===== src/rtl/i2c_rcv_pkg.sv =====
package i2c_rcv_pkg;

  typedef enum logic [3:0] {
    ST_IDLE,
    ST_CHECK,
    ST_PULL_LO,
    ST_REL_HI,
    ST_PROBE,
    ST_SDA_UP,
    ST_SCL_UP,
    ST_SDA_DN,
    ST_SCL_DN
  } rcv_state_e;

  function automatic int unsigned max_u(input int unsigned a, input int unsigned b);
    return (a > b) ? a : b;
  endfunction

endpackage


===== src/rtl/i2c_rcv_sync.sv =====
module i2c_rcv_sync #(
  parameter int unsigned       WIDTH   = 2,
  parameter int unsigned       STAGES  = 2,
  parameter logic [WIDTH-1:0]  RST_VAL = '1
) (
  input  logic             clk_i,
  input  logic             rst_ni,
  input  logic [WIDTH-1:0] d_i,
  output logic [WIDTH-1:0] q_o
);
  logic [WIDTH-1:0] stg_q [STAGES];

  for (genvar s = 0; s < STAGES; s++) begin : g_stage
    if (s == 0) begin : g_first
      always_ff @(posedge clk_i or negedge rst_ni) begin
        if (!rst_ni) stg_q[s] <= RST_VAL;
        else         stg_q[s] <= d_i;
      end
    end else begin : g_next
      always_ff @(posedge clk_i or negedge rst_ni) begin
        if (!rst_ni) stg_q[s] <= RST_VAL;
        else         stg_q[s] <= stg_q[s-1];
      end
    end
  end

  assign q_o = stg_q[STAGES-1];
endmodule


===== src/rtl/i2c_rcv_timer.sv =====
module i2c_rcv_timer #(
  parameter int unsigned W = 8
) (
  input  logic         clk_i,
  input  logic         rst_ni,
  input  logic         load_i,
  input  logic [W-1:0] val_i,
  output logic         zero_o
);
  logic [W-1:0] cnt_q;

  always_ff @(posedge clk_i or negedge rst_ni) begin
    if (!rst_ni)            cnt_q <= '0;
    else if (load_i)        cnt_q <= val_i;
    else if (cnt_q != '0)   cnt_q <= cnt_q - 1'b1;
  end

  assign zero_o = (cnt_q == '0);
endmodule


===== src/rtl/i2c_rcv_tally.sv =====
module i2c_rcv_tally #(
  parameter int unsigned W = 4
) (
  input  logic         clk_i,
  input  logic         rst_ni,
  input  logic         clr_i,
  input  logic         inc_i,
  output logic [W-1:0] cnt_o
);
  always_ff @(posedge clk_i or negedge rst_ni) begin
    if (!rst_ni)     cnt_o <= '0;
    else if (clr_i)  cnt_o <= '0;
    else if (inc_i)  cnt_o <= cnt_o + 1'b1;
  end
endmodule


===== src/rtl/i2c_hang_recover.sv =====
module i2c_hang_recover
  import i2c_rcv_pkg::*;
#(
  parameter int unsigned ABORT_CYC   = 15500,
  parameter int unsigned HALF_CYC    = 1250,
  parameter int unsigned MAX_PULSES  = 16,
  parameter int unsigned START_REPS  = 5,
  parameter int unsigned SYNC_STAGES = 2
) (
  input  logic clk_i,
  input  logic rst_ni,
  input  logic start_i,
  input  logic scl_i,
  input  logic sda_i,
  output logic scl_pull_o,
  output logic sda_pull_o,
  output logic busy_o,
  output logic done_o,
  output logic fail_o
);
  localparam int unsigned TMR_MAX = max_u(max_u(ABORT_CYC, HALF_CYC), 2);
  localparam int unsigned TMR_W   = $clog2(TMR_MAX + 1);
  localparam int unsigned PLS_W   = $clog2(MAX_PULSES + 1);
  localparam int unsigned REP_W   = $clog2(START_REPS + 1);
  localparam logic [TMR_W-1:0] ABORT_LD = TMR_W'(ABORT_CYC - 1);
  localparam logic [TMR_W-1:0] HALF_LD  = TMR_W'(HALF_CYC - 1);
  localparam logic [PLS_W-1:0] PLS_LAST = PLS_W'(MAX_PULSES);
  localparam logic [REP_W-1:0] REP_LAST = REP_W'(START_REPS - 1);

  rcv_state_e state_q, state_d;
  logic [1:0] line_s;
  logic       scl_s, sda_s;
  logic       tmr_load, tmr_zero;
  logic [TMR_W-1:0] tmr_val;
  logic       pls_clr, pls_inc, rep_clr, rep_inc;
  logic [PLS_W-1:0] pls_cnt;
  logic [REP_W-1:0] rep_cnt;
  logic       scl_q, scl_d, sda_q, sda_d, done_q, done_d, fail_q, fail_d;

  i2c_rcv_sync #(.WIDTH(2), .STAGES(SYNC_STAGES), .RST_VAL(2'b11)) u_sync (
    .clk_i (clk_i), .rst_ni(rst_ni), .d_i({scl_i, sda_i}), .q_o(line_s)
  );
  assign scl_s = line_s[1];
  assign sda_s = line_s[0];

  i2c_rcv_timer #(.W(TMR_W)) u_timer (
    .clk_i(clk_i), .rst_ni(rst_ni), .load_i(tmr_load), .val_i(tmr_val), .zero_o(tmr_zero)
  );

  i2c_rcv_tally #(.W(PLS_W)) u_pulses (
    .clk_i(clk_i), .rst_ni(rst_ni), .clr_i(pls_clr), .inc_i(pls_inc), .cnt_o(pls_cnt)
  );

  i2c_rcv_tally #(.W(REP_W)) u_reps (
    .clk_i(clk_i), .rst_ni(rst_ni), .clr_i(rep_clr), .inc_i(rep_inc), .cnt_o(rep_cnt)
  );

  always_comb begin
    state_d  = state_q;
    tmr_load = 1'b0;
    tmr_val  = HALF_LD;
    pls_clr  = 1'b0;
    pls_inc  = 1'b0;
    rep_clr  = 1'b0;
    rep_inc  = 1'b0;
    scl_d    = scl_q;
    sda_d    = sda_q;
    done_d   = 1'b0;
    fail_d   = fail_q;
    unique case (state_q)
      ST_IDLE: if (start_i) begin
        state_d = ST_CHECK;
        fail_d  = 1'b0;
        pls_clr = 1'b1;
      end
      ST_CHECK: begin
        tmr_load = 1'b1;
        if (!sda_s) begin
          state_d = ST_PULL_LO;
          scl_d   = 1'b1;
          tmr_val = ABORT_LD;
        end else begin
          state_d = ST_SDA_UP;
          sda_d   = 1'b0;
          rep_clr = 1'b1;
        end
      end
      ST_PULL_LO: if (tmr_zero) begin
        state_d  = ST_REL_HI;
        scl_d    = 1'b0;
        tmr_load = 1'b1;
        tmr_val  = ABORT_LD;
        pls_inc  = 1'b1;
      end
      ST_REL_HI: if (tmr_zero) state_d = ST_PROBE;
      ST_PROBE: begin
        if (scl_s && sda_s) begin
          state_d  = ST_SDA_UP;
          sda_d    = 1'b0;
          tmr_load = 1'b1;
          rep_clr  = 1'b1;
        end else if (pls_cnt == PLS_LAST) begin
          state_d = ST_IDLE;
          done_d  = 1'b1;
          fail_d  = 1'b1;
        end else begin
          state_d  = ST_PULL_LO;
          scl_d    = 1'b1;
          tmr_load = 1'b1;
          tmr_val  = ABORT_LD;
        end
      end
      ST_SDA_UP: if (tmr_zero) begin
        state_d  = ST_SCL_UP;
        scl_d    = 1'b0;
        tmr_load = 1'b1;
      end
      ST_SCL_UP: if (tmr_zero) begin
        state_d  = ST_SDA_DN;
        sda_d    = 1'b1;
        tmr_load = 1'b1;
      end
      ST_SDA_DN: if (tmr_zero) begin
        state_d  = ST_SCL_DN;
        scl_d    = 1'b1;
        tmr_load = 1'b1;
      end
      ST_SCL_DN: if (tmr_zero) begin
        rep_inc = 1'b1;
        if (rep_cnt == REP_LAST) begin
          state_d = ST_IDLE;
          scl_d   = 1'b0;
          sda_d   = 1'b0;
          done_d  = 1'b1;
        end else begin
          state_d  = ST_SDA_UP;
          sda_d    = 1'b0;
          tmr_load = 1'b1;
        end
      end
      default: begin
        state_d = ST_IDLE;
        scl_d   = 1'b0;
        sda_d   = 1'b0;
      end
    endcase
  end

  always_ff @(posedge clk_i or negedge rst_ni) begin
    if (!rst_ni) begin
      state_q <= ST_IDLE;
      scl_q   <= 1'b0;
      sda_q   <= 1'b0;
      done_q  <= 1'b0;
      fail_q  <= 1'b0;
    end else begin
      state_q <= state_d;
      scl_q   <= scl_d;
      sda_q   <= sda_d;
      done_q  <= done_d;
      fail_q  <= fail_d;
    end
  end

  assign scl_pull_o = scl_q;
  assign sda_pull_o = sda_q;
  assign busy_o     = (state_q != ST_IDLE);
  assign done_o     = done_q;
  assign fail_o     = fail_q;
endmodule


===== config.mk =====
export PLATFORM = sky130hd
export DESIGN_NAME = i2c_hang_recover
export DESIGN_NICKNAME = d
export VERILOG_FILES = /design/src/rtl/i2c_rcv_pkg.sv /design/src/rtl/i2c_rcv_sync.sv /design/src/rtl/i2c_rcv_timer.sv /design/src/rtl/i2c_rcv_tally.sv /design/src/rtl/i2c_hang_recover.sv
export SDC_FILE = /design/constraint.sdc
export NUM_CORES = 1
export LEC_CHECK = 0
export ABC_AREA = 1
export ABC_CLOCK_PERIOD_IN_PS = 2560
export BUFFER_PORTS_ARGS = -buffer_cell sky130_fd_sc_hd__buf_4
export CORE_UTILIZATION = 30
export CTS_BUF_LIST = sky130_fd_sc_hd__clkbuf_8
export DETAILED_ROUTE_END_ITERATION = 10
export GPL_TIMING_DRIVEN = 1
export PLACE_DENSITY_LB_ADDON = 0.15
export SETUP_SLACK_MARGIN = 0.5
export SYNTH_ARGS = -nofsm -noshare
export SYNTH_HDL_FRONTEND = slang
export SYNTH_HIERARCHICAL = 1
export SYNTH_SLANG_ARGS = --single-unit

===== constraint.sdc =====
create_clock -name clk_i -period 2.56 [get_ports clk_i]
set_input_delay 0.384 -clock clk_i [delete_from_list [all_inputs] [get_ports clk_i]]
set_output_delay 0.384 -clock clk_i [all_outputs]
set_load 0.005 [all_outputs]

==> reports/results.txt, run 1 <==
CTS Root Cell - clkbuf_8
Initial antenna violation count - 0
Vias in the first global route - 1959
Status - complete, no violations
Reg2reg setup slack - 0.62 ns
Max Slew Vio Count - 0
Sequential fraction of the synthesis area - 38.3%
Worst reg2reg path endpoint - u_pulses/cnt_o[3]
Switch share - 22.7%
Starting Density - 31.0%
Async set or reset register ratio after synthesis - 100%
Fmax - 514 MHz
Hold/Removal Path Class - in2async
Vias - 2034
Cts bufs inserted - 5
FF-to-FF Start - u_timer/cnt_q[1]
Antenna-violating nets left - 0
Yosys top cell by area - dfrtp_1
CTS tree - done
Synth cell count leaders - nand2_1, nor2_1, inv_1
R2R cell count - 14
Max cap viols - 0
Endpoint class of the critical path - register
Iter 0 DRT Violations - 71
Hpwl dp - 3.68 mm
Die H - 88.3 µm
Max clock buf depth - 2
Area Growth Syn to Fin - 22.9%
Core area - 7210 µm²
RD Place Congestion - 0.806
First-pass GRT wire length - 8.88 mm
Share of cells above drive strength 1 - 28.6%
Synth unique cells - 34
Worst Path Arrival - 2.12 ns
Routed vias/inst - 4.50
CTS Sinks - 34
Switching pwr - 0.225 mW
Combinational Power Share - 2.2%
Flops & latches, synth - 34
Die X - 88.3 µm
RSZ-0062 raised after global routing - true
Placed Area - 2440 µm²
I/O pin count - 10
Synth Cell Area - 2240 µm²
CP endpoint - u_pulses/cnt_o[3]
Leak - 1.34 nW
Nets - 360
Antenna diodes - 0
Wire per inst - 11.4 µm
FF+latch area - 857 µm²
Yosys top cell area share - 33.6%
Final wirelength - 5.14 mm
Synth top area cells - dfrtp_1, nand2_1, nand3_1, nor2_1, inv_1
Worst Setup Start Kind - register
Critical Path Source - u_timer/cnt_q[1]
Area of the multi-input gates - 1280 µm²
Clock latency on the worst-skew pair - 0.29 ns
VDD IR max - 0.000228 V
M1 GR Usage - 18.6%
Most frequent cell after synthesis - nand2_1
Syn Inst Count - 315
DRC Markers - 0
Power density over the cells - 360 nW/µm²
GR Util met2 - 25.1%
Reg clk slew, reported paths - 0.08 ns
Critical Path RT - 2.74 ns
GRT overflow - 0
M3 GR Usage - 2.99%
Final Skew - 0.00666 ns
Hold_buf cts - 0
Most used routing layer in global routing - met2
Primary FF master, synth - dfrtp_1
Drt pass-1 iters - 4
Largest net degree at the start of global routing - 35
Final critical-path share of the clock period - 76.0%
Clock network power share - 42.6%
Final Hold Fails - 0
Final setup fails - 0
Fin Setup TNS - 0 ns
Avg Inst Size Synth - 7.10 µm²
Row count - 31
Minimum clock period after layout - 1.94 ns
Crit-path max FO - 6
H-tree depth reported by CTS - 2
I/O Buffers - 9
Total die area - 7800 µm²
GRT Total Usage - 14.8%
Yosys warns - 6
Setup Crit Path Kind - reg2reg
Reg power frac - 55.2%
Fillcell total - 780
Design Area, Final - 2750 µm²
Post-synth EDFFs - 0
Internal power - 0.766 mW
-- cell families (layout without fill, tap and decap cells) --
family          after synthesis  after routing  share of synthesized area (%)
compound gates               33             33                           8.28
xor+xnor                      1              1                          0.392
fa+ha+maj                     3              3                           1.68
buf+inv                      48             81                           8.90
flops                        34             34                           38.3
other cells                   2              7                          0.336
simple gates                194            194                           42.1
-- critical path, stage by stage, from the launching register on --
cell,delay [ns]
dfrtp_1,0.37
inv_2,0.09
ha_4,0.15
nand2_4,0.06
nor2_4,0.09
nand4_1,0.11
nor3_2,0.21
inv_2,0.12
nor2_4,0.14
buf_6,0.12
nor2_4,0.04
nor2_2,0.14
nand3_1,0.07
nand2_1,0.06
nor2_1,0.04
-- timing repair --
action,in CTS,in global routing
gates resized for setup,11,10
setup buffers,5,13
endpoints found under the setup margin,20,22
gates cloned,1,0
pin swaps,4,9
hold endpoints to repair,0,0
-- state kept, by name, summed over array words and instances (netlist names) --
register / cells
u_pulses/cnt_o: 5
fail_o: 1
u_reps/cnt_o: 3
sda_pull_o: 1
state_q: 4
u_sync/stg_q: 2
scl_pull_o: 1
done_o: 1
u_sync/q_o: 2
u_timer/cnt_q: 14
-- placed cells by master, fill, tap and decap left out, drive strengths merged --
cell type,instances
nand2,89
nor2,54
inv,39
nand3,39
dfrtp,30
buf,29
o21ai,20
a21oi,9
conb,7
clkbuf,6
clkinv,6
nand4,4
dfstp,4
or2,4
nor3,3
ha,3
o32ai,1
nand3b,1
a21boi,1
o22ai,1
clkinvlp,1
xnor2,1
a31oi,1
-- worst min path at each step --
| stage | end | slack [ns] |
|---|---|---|
| after global routing | u_timer/cnt_q[10] | 0.08 |
| after CTS | sda_pull_o | 0.08 |
| after global placement | u_sync/q_o[0] | 0.35 |
| after detailed placement | u_sync/q_o[1] | 0.35 |
| after floorplan | done_o | 0.09 |
| final | sda_pull_o | 0.04 |
-- final cells by class --
| type | instances | area share, % |
|---|---|---|
| clock buffer | 6 | 3.00 |
| clock inverter | 2 | 0.455 |
| inverter | 43 | 6.14 |
| multi-input combinational | 238 | 46.5 |
| sequential | 34 | 31.2 |
| tap | 99 | 4.51 |
| timing repair buffer | 29 | 8.06 |
| timing repair inverter | 1 | 0.182 |
-- per-layer routing --
layer	routed length, µm	part of all wire [%]
met2	2490	48
met1	2440	47
met4	72	1.4
met5	0	0
met3	145	2.8
-- stage by stage --
| step | cells | setup WS, ns | utilization [%] | power, mW | hold WS [ns] |
|---|---|---|---|---|---|
| 4_1_cts | 439 | 0.500 | 36.4 | 1.01 | 0.0762 |
| 3_5_place_dp | 425 | 0.142 | 33.8 | 0.580 | 0.347 |
| 3_3_place_gp | 425 | 0.221 | 33.8 | 0.580 | 0.347 |
| 6_report | 452 | 0.615 | 38.1 | 0.991 | 0.0441 |
| 2_1_floorplan | 320 | 0.540 | - | 0.564 | 0.0884 |
| 5_1_grt | 452 | 0.456 | 38.1 | 1.04 | 0.0783 |
-- power groups by stage --
stage | Combinational, mW | Clock [mW] | Sequential (mW)
6_report | 0.0218 | 0.422 | 0.547
5_1_grt | 0.0265 | 0.463 | 0.547
4_1_cts | 0.0237 | 0.438 | 0.547
3_5_place_dp | 0.0233 | 0 | 0.557
3_3_place_gp | 0.0233 | 0 | 0.557
2_1_floorplan | 0.00805 | 0 | 0.556
Note: power is estimated with default switching activity, not from simulation.
==> run 2: changes to the inputs <==
ABC_AREA = 0   (was 1)
ABC_CLOCK_PERIOD_IN_PS = 1800   (was 2560)
clock period = 1.8 ns   (was 2.56 ns; I/O delays follow)
==> run 2 against run 1 <==
Effect of this change:
- the run now ends with setup timing left
- global-route usage increased by 0.97 points
- largest cell class unchanged
- utilization increased by 8.4 points
- highest routed layer unchanged
- clock-buffer cell count unchanged
- non-clock buffer count increased by 64
==> reports/results.txt, run 2 <==
Status - finished, violations left
Failing checks - setup timing
Hold Slack - 0.0924 ns
Final Hold Fails - 0
Post-synthesis mux area share - 4.22%
Final setup fails - 28
VDD IR max - 0.000204 V
CTS Root Cell - clkbuf_8
Final setup margin - -0.398 ns
Flops & latches, synth - 34
Sink of the worst hold path - u_sync/stg_q[3]
Largest net degree at the start of global routing - 35
Routed vias/inst - 4.79
Util after Layout - 46.5%
Vias in the first global route - 1866
Synth top area cells - dfrtp_1, dfstp_2, xnor2_1, nand2_1, nor2_1
I/O pin count - 10
Power density over the cells - 463 nW/µm²
Main combinational cell family by area after synthesis - simple AND/OR/NAND/NOR gates
Reg2reg setup slack - -0.40 ns
Post-synthesis compound-gate area fraction - 19.3%
Largest registers - u_timer/cnt_q: 14 flops, u_pulses/cnt_o: 5 flops, state_q: 4 flops
Nets - 320
Worst Path Arrival - 2.38 ns
CTS tree - done
Max cap viols - 0
Sequential fraction of the synthesis area - 40.6%
Largest register FFs - 14
Hold/Removal Path Class - in2reg
Met2 WL - 2.70 mm
Core area - 6790 µm²
XOR/XNOR share of the synthesized area - 5.82%
Wire per inst - 13.5 µm
Yosys top cell area share - 35.7%
Setup Crit Path Kind - reg2reg
Total power - 1.46 mW
Leak - 1.42 nW
Synth cell count leaders - dfrtp_1, nand2_1, nor2_1
Met1 WL - 2.63 mm
I/O Buffers - 9
Fmax - 455 MHz
RD Place Congestion - 0.779
Yosys warns - 6
Crit-path max FO - 4
DRC Markers - 0
Iter 0 DRT Violations - 139
Cts bufs inserted - 5
Starting Density - 31.0%
GRT overflow - 0
Most frequent cells in the layout - buf_4, dfrtp_1, nand2_1, nor2_1, o21ai_1
Antenna diodes - 0
Vias - 1959
Avg Inst Size Synth - 9.44 µm²
Hpwl dp - 3.68 mm
Async set or reset register ratio after synthesis - 100%
Drt pass-1 iters - 4
Max clock buf depth - 2
Synth Cell Area - 2110 µm²
R2R cell count - 9
WL met3 - 97 µm
Post-synth EDFFs - 0
Worst Setup Start Kind - register
Initial antenna violation count - 0
First-pass GRT wire length - 9.10 mm
Commonest non-fill, non-tap cell in the layout - buf_4
RSZ-0062 raised after global routing - true
Primary FF master, synth - dfrtp_1
Min-Delay Startpoint - scl_i
Endpoint class of the critical path - register
Die H - 85.8 µm
Place WS - -0.443 ns
Min-Delay Path Depth - 1
Share of cells above drive strength 1 - 46.3%
Worst reg2reg path endpoint - scl_pull_o
Minimum clock period after layout - 2.20 ns
Critical Path RT - 1.98 ns
Syn Inst Count - 223
Antenna-violating nets left - 0
Largest register by flop count - u_timer/cnt_q
FF-to-FF Start - u_timer/cnt_q[7]
Highest metal layer with signal wires - met4
Die X - 85.8 µm
Reg clk slew, reported paths - 0.08 ns
Clock latency on the worst-skew pair - 0.29 ns
Max Slew Vio Count - 0
Most frequent cell after synthesis - dfrtp_1
H-tree depth reported by CTS - 2
Synth unique cells - 65
Area Growth Syn to Fin - 50.0%
Total die area - 7360 µm²
Final Skew - 0.0147 ns
Row count - 30
Final critical-path share of the clock period - 122%
Yosys top cell by area - dfrtp_1
Final wirelength - 5.51 mm
Simple logic cell fraction of the synthesized area - 22.5%
GRT Total Usage - 15.8%
CTS Sinks - 34
Synth Area in Adders - 1.78%
==> run 2: cell type report <==
cell class / count / area, µm²
clock buffer: 6 / 82.6
clock inverter: 2 / 12.5
fill: 652 / 3630
inverter: 6 / 22.5
multi-input combinational: 172 / 1330
sequential: 34 / 860
tap: 96 / 120
timing repair buffer: 93 / 736
==> run 2: how the worst max path moves through the flow <==
| stage | from | end | slack, ns | cells past startpoint |
|---|---|---|---|---|
| final | u_timer/cnt_q[7] | scl_pull_o | -0.40 | 9 |
| after global routing | u_timer/cnt_q[7] | u_timer/cnt_q[6] | -0.45 | 9 |
| after CTS | u_timer/cnt_q[4] | u_reps/cnt_o[1] | -0.37 | 9 |
| after detailed placement | u_timer/cnt_q[7] | u_timer/cnt_q[6] | -0.44 | 9 |
| after global placement | u_timer/cnt_q[7] | u_timer/cnt_q[5] | -0.37 | 9 |
| after floorplan | u_timer/cnt_q[4] | u_pulses/cnt_o[4] | -0.51 | 9 |
==> run 2: worst max-delay path: stages (launching register included) <==
cell and delay, ns:
dfrtp_1 0.38, or4_4 0.56, nor2_4 0.11, and3_4 0.23, buf_4 0.12, o21ai_1 0.07
o211ai_1 0.09, a211o_1 0.14, o211ai_2 0.09, mux2_4 0.30
==> run 2: power breakdown <==
part           internal (mW)  leakage (nW)  switching, mW
logic                 0.0263         0.963         0.0342
registers              0.777         0.411        0.00785
clock network          0.308        0.0472          0.309
total                   1.11          1.42          0.351
==> run 2: cells by family (layout without fill, tap and decap cells) <==
family / count (synthesis) / count (layout)
compound gates: 57 / 57
xor+xnor: 14 / 14
fa+ha+maj: 3 / 3
buf+inv: 22 / 107
flops: 34 / 34
mux: 8 / 8
other cells: 2 / 7
simple gates: 83 / 83
==> run 2: what timing repair did <==
item | 4_1_cts | 5_1_grt
endpoints found under the setup margin | 31 | 31
gates resized for setup | 18 | 23
hold buffers | 1 | 0
hold endpoints to repair | 30 | 0
setup buffers | 5 | 12
pin swaps | 17 | 8
==> run 2: layer usage <==
| layer | vias up | track usage, % |
|---|---|---|
| met5 | - | 0 |
| met1 | 964 | 21.4 |
| met2 | 16 | 25.8 |
| met3 | 7 | 2.60 |
| met4 | 0 | 4.70 |
| li1 | 972 | - |
==> run 2: per-stage QoR <==
step / instances / area (µm²) / setup TNS (ns)
after floorplan: 228 / 2190 / -9.14
after global placement: 383 / 2760 / -7.43
after detailed placement: 383 / 2760 / -7.99
after CTS: 397 / 2970 / -7.27
after global routing: 409 / 3160 / -9.48
final: 409 / 3160 / -7.56
==> run 3: changes to the inputs <==
GPL_TIMING_DRIVEN = 0   (was 1)
SLEW_MARGIN = 5   (was unset)
==> run 3 against run 2 <==
Effect of this change:
- largest power group unchanged
- clock power fell by 4.9%
- sequential power about the same
- register-to-register slack lost 0.08 ns
- first-iteration DRC count down 38%
- combinational power rose by 13%
- the flow still finishes with violations (setup timing)
- final area fell by 5.0%
- clock-buffer cell count unchanged
- critical endpoint is now u_pulses/cnt_o[3]
==> reports/results.txt, run 3 (synthesis results as in run 2) <==
Antenna-violating nets left - 0
Setup Crit Path Kind - reg2reg
Cts bufs inserted - 5
Max clock buf depth - 2
Leak - 1.30 nW
Largest register FFs - 14
Drt pass-1 iters - 4
Vias - 1882
Failing checks - setup timing
Core area - 6790 µm²
Largest stage delay on the critical path - 0.56 ns
Minimum clock period after layout - 2.28 ns
Most frequent cells in the layout - buf_4, dfrtp_1, nor2_1, nand2_1, buf_6
Wire per inst - 14.5 µm
RSZ-0062 raised after global routing - true
DRC Markers - 0
Vias in the first global route - 1917
Reg clk slew, reported paths - 0.07 ns
Nets - 287
Iter 0 DRT Violations - 86
Endpoint class of the critical path - register
Final setup margin - -0.476 ns
RD Place Congestion - 0.790
Largest registers - u_timer/cnt_q: 14 flops, u_pulses/cnt_o: 5 flops, state_q: 4 flops
CP max-delay cell - or4_4
Max Slew Vio Count - 0
GRT Total Usage - 16.2%
Largest net degree at the start of global routing - 35
Power density over the cells - 479 nW/µm²
Commonest non-fill, non-tap cell in the layout - buf_4
Worst Path Buf+Inv - 2
Initial antenna violation count - 0
Row count - 30
Critical-path cell list - or4_4 > nor2_4 > and3_4 > buf_8 > nand2_4 > nor4_4 > buf_4 > nand4_1 > mux2_4
Hold/Removal Path Class - in2reg
Starting Density - 31.0%
Die X - 85.8 µm
Fmax - 439 MHz
CP top delay family - simple AND/OR/NAND/NOR gates
Clock latency on the worst-skew pair - 0.29 ns
CTS Sinks - 34
Largest register by flop count - u_timer/cnt_q
H-tree depth reported by CTS - 2
Final setup fails - 30
Max cap viols - 0
Worst Path Arrival - 2.45 ns
Fillcell total - 669
Critical Path RT - 1.97 ns
Area Growth Syn to Fin - 42.6%
Die H - 85.8 µm
Final Skew - 0.00734 ns
Final critical-path share of the clock period - 126%
Antenna diodes - 0
Crit-path max FO - 5
VDD IR max - 0.000413 V
GRT overflow - 0
First-pass GRT wire length - 9.40 mm
I/O Buffers - 9
Total power - 1.44 mW
Hpwl dp - 3.19 mm
Total die area - 7360 µm²
Final wirelength - 5.45 mm
CTS Root Cell - clkbuf_8
I/O pin count - 10
Relative slew margins - 55.1%
Routed vias/inst - 5.01
Share of cells above drive strength 1 - 42.9%
Final Hold Fails - 0
Worst Setup Start Kind - register
CTS tree - done
Status - finished, violations left
Slew @ Worst Pin - 0.673 ns
Fin Setup TNS - -10.98 ns
run 3: cell count changes in the layout (fill, tap and decap cells not counted), moves of 2 or more:
cell | previous run | this run
buf_8 | 0 | 3
o21ai_2 | 2 | 7
o21ai_1 | 12 | 6
nor3b_4 | 0 | 2
buf_6 | 6 | 14
mux2_4 | 2 | 4
buf_4 | 85 | 34
buf_2 | 0 | 5
run 3: area by class of cell:
cell class                 instances  area (µm²)  area share [%]
tap                               96         120            4.00
multi-input combinational        172        1370            45.7
clock inverter                     2        8.76           0.292
timing repair buffer              44         380            12.7
clock buffer                       6        82.6            2.75
buffer                            16         159            5.29
inverter                           6        22.5           0.750
sequential                        34         858            28.6
run 3: repair_timing:
action / CTS / global route
setup endpoints to repair: 31 / 31
hold endpoints to repair: 30 / 0
cloned: 1 / 0
pin swaps: 20 / 5
resized for setup: 52 / 16
setup buffers: 29 / 4
hold buffers: 1 / 0
run 3: worst paths after layout:
check | start | to | slack, ns | depth (start not counted)
worst min register to register | u_sync/stg_q[2] | u_sync/q_o[0] | 0.36 | 0
worst min-delay path | scl_i | u_sync/stg_q[3] | 0.09 | 1
max in group asynchronous | rst_ni | u_timer/cnt_q[4] | 0.97 | 2
worst max-delay path | u_timer/cnt_q[4] | u_pulses/cnt_o[3] | -0.48 | 9
min in group asynchronous | rst_ni | done_o | 0.47 | 2
worst max register to register | u_timer/cnt_q[4] | u_pulses/cnt_o[3] | -0.48 | 9
run 3: report_power, final:
part	internal, mW	switching [mW]
Combinational	0.0316	0.0368
Sequential	0.778	0.00676
Clock	0.303	0.283
run 3: routing by layer:
layer  up-vias  GRT usage (%)  wire length (µm)  share of wire [%]
met5         -              0                 0                  0
met4         0           6.21               125                2.3
met3         9           2.98               209                3.8
met2        53           27.2              2640                 48
met1       919           20.9              2470                 45
li1        901              -                 -                  -
run 3: stage by stage:
stage | worst slack (ns) | instance area, µm² | hold WS, ns | util (%) | instances
floorplan | -0.509 | 2190 | -0.0256 | - | 228
global placement | -1.05 | 2380 | 0.260 | 35.0 | 333
finish | -0.476 | 3000 | 0.0924 | 44.2 | 376
global route | -0.556 | 3000 | 0.0740 | 44.2 | 376
detailed placement | -1.05 | 2380 | 0.263 | 35.0 | 333
CTS | -0.456 | 2920 | 0.0811 | 43.0 | 372
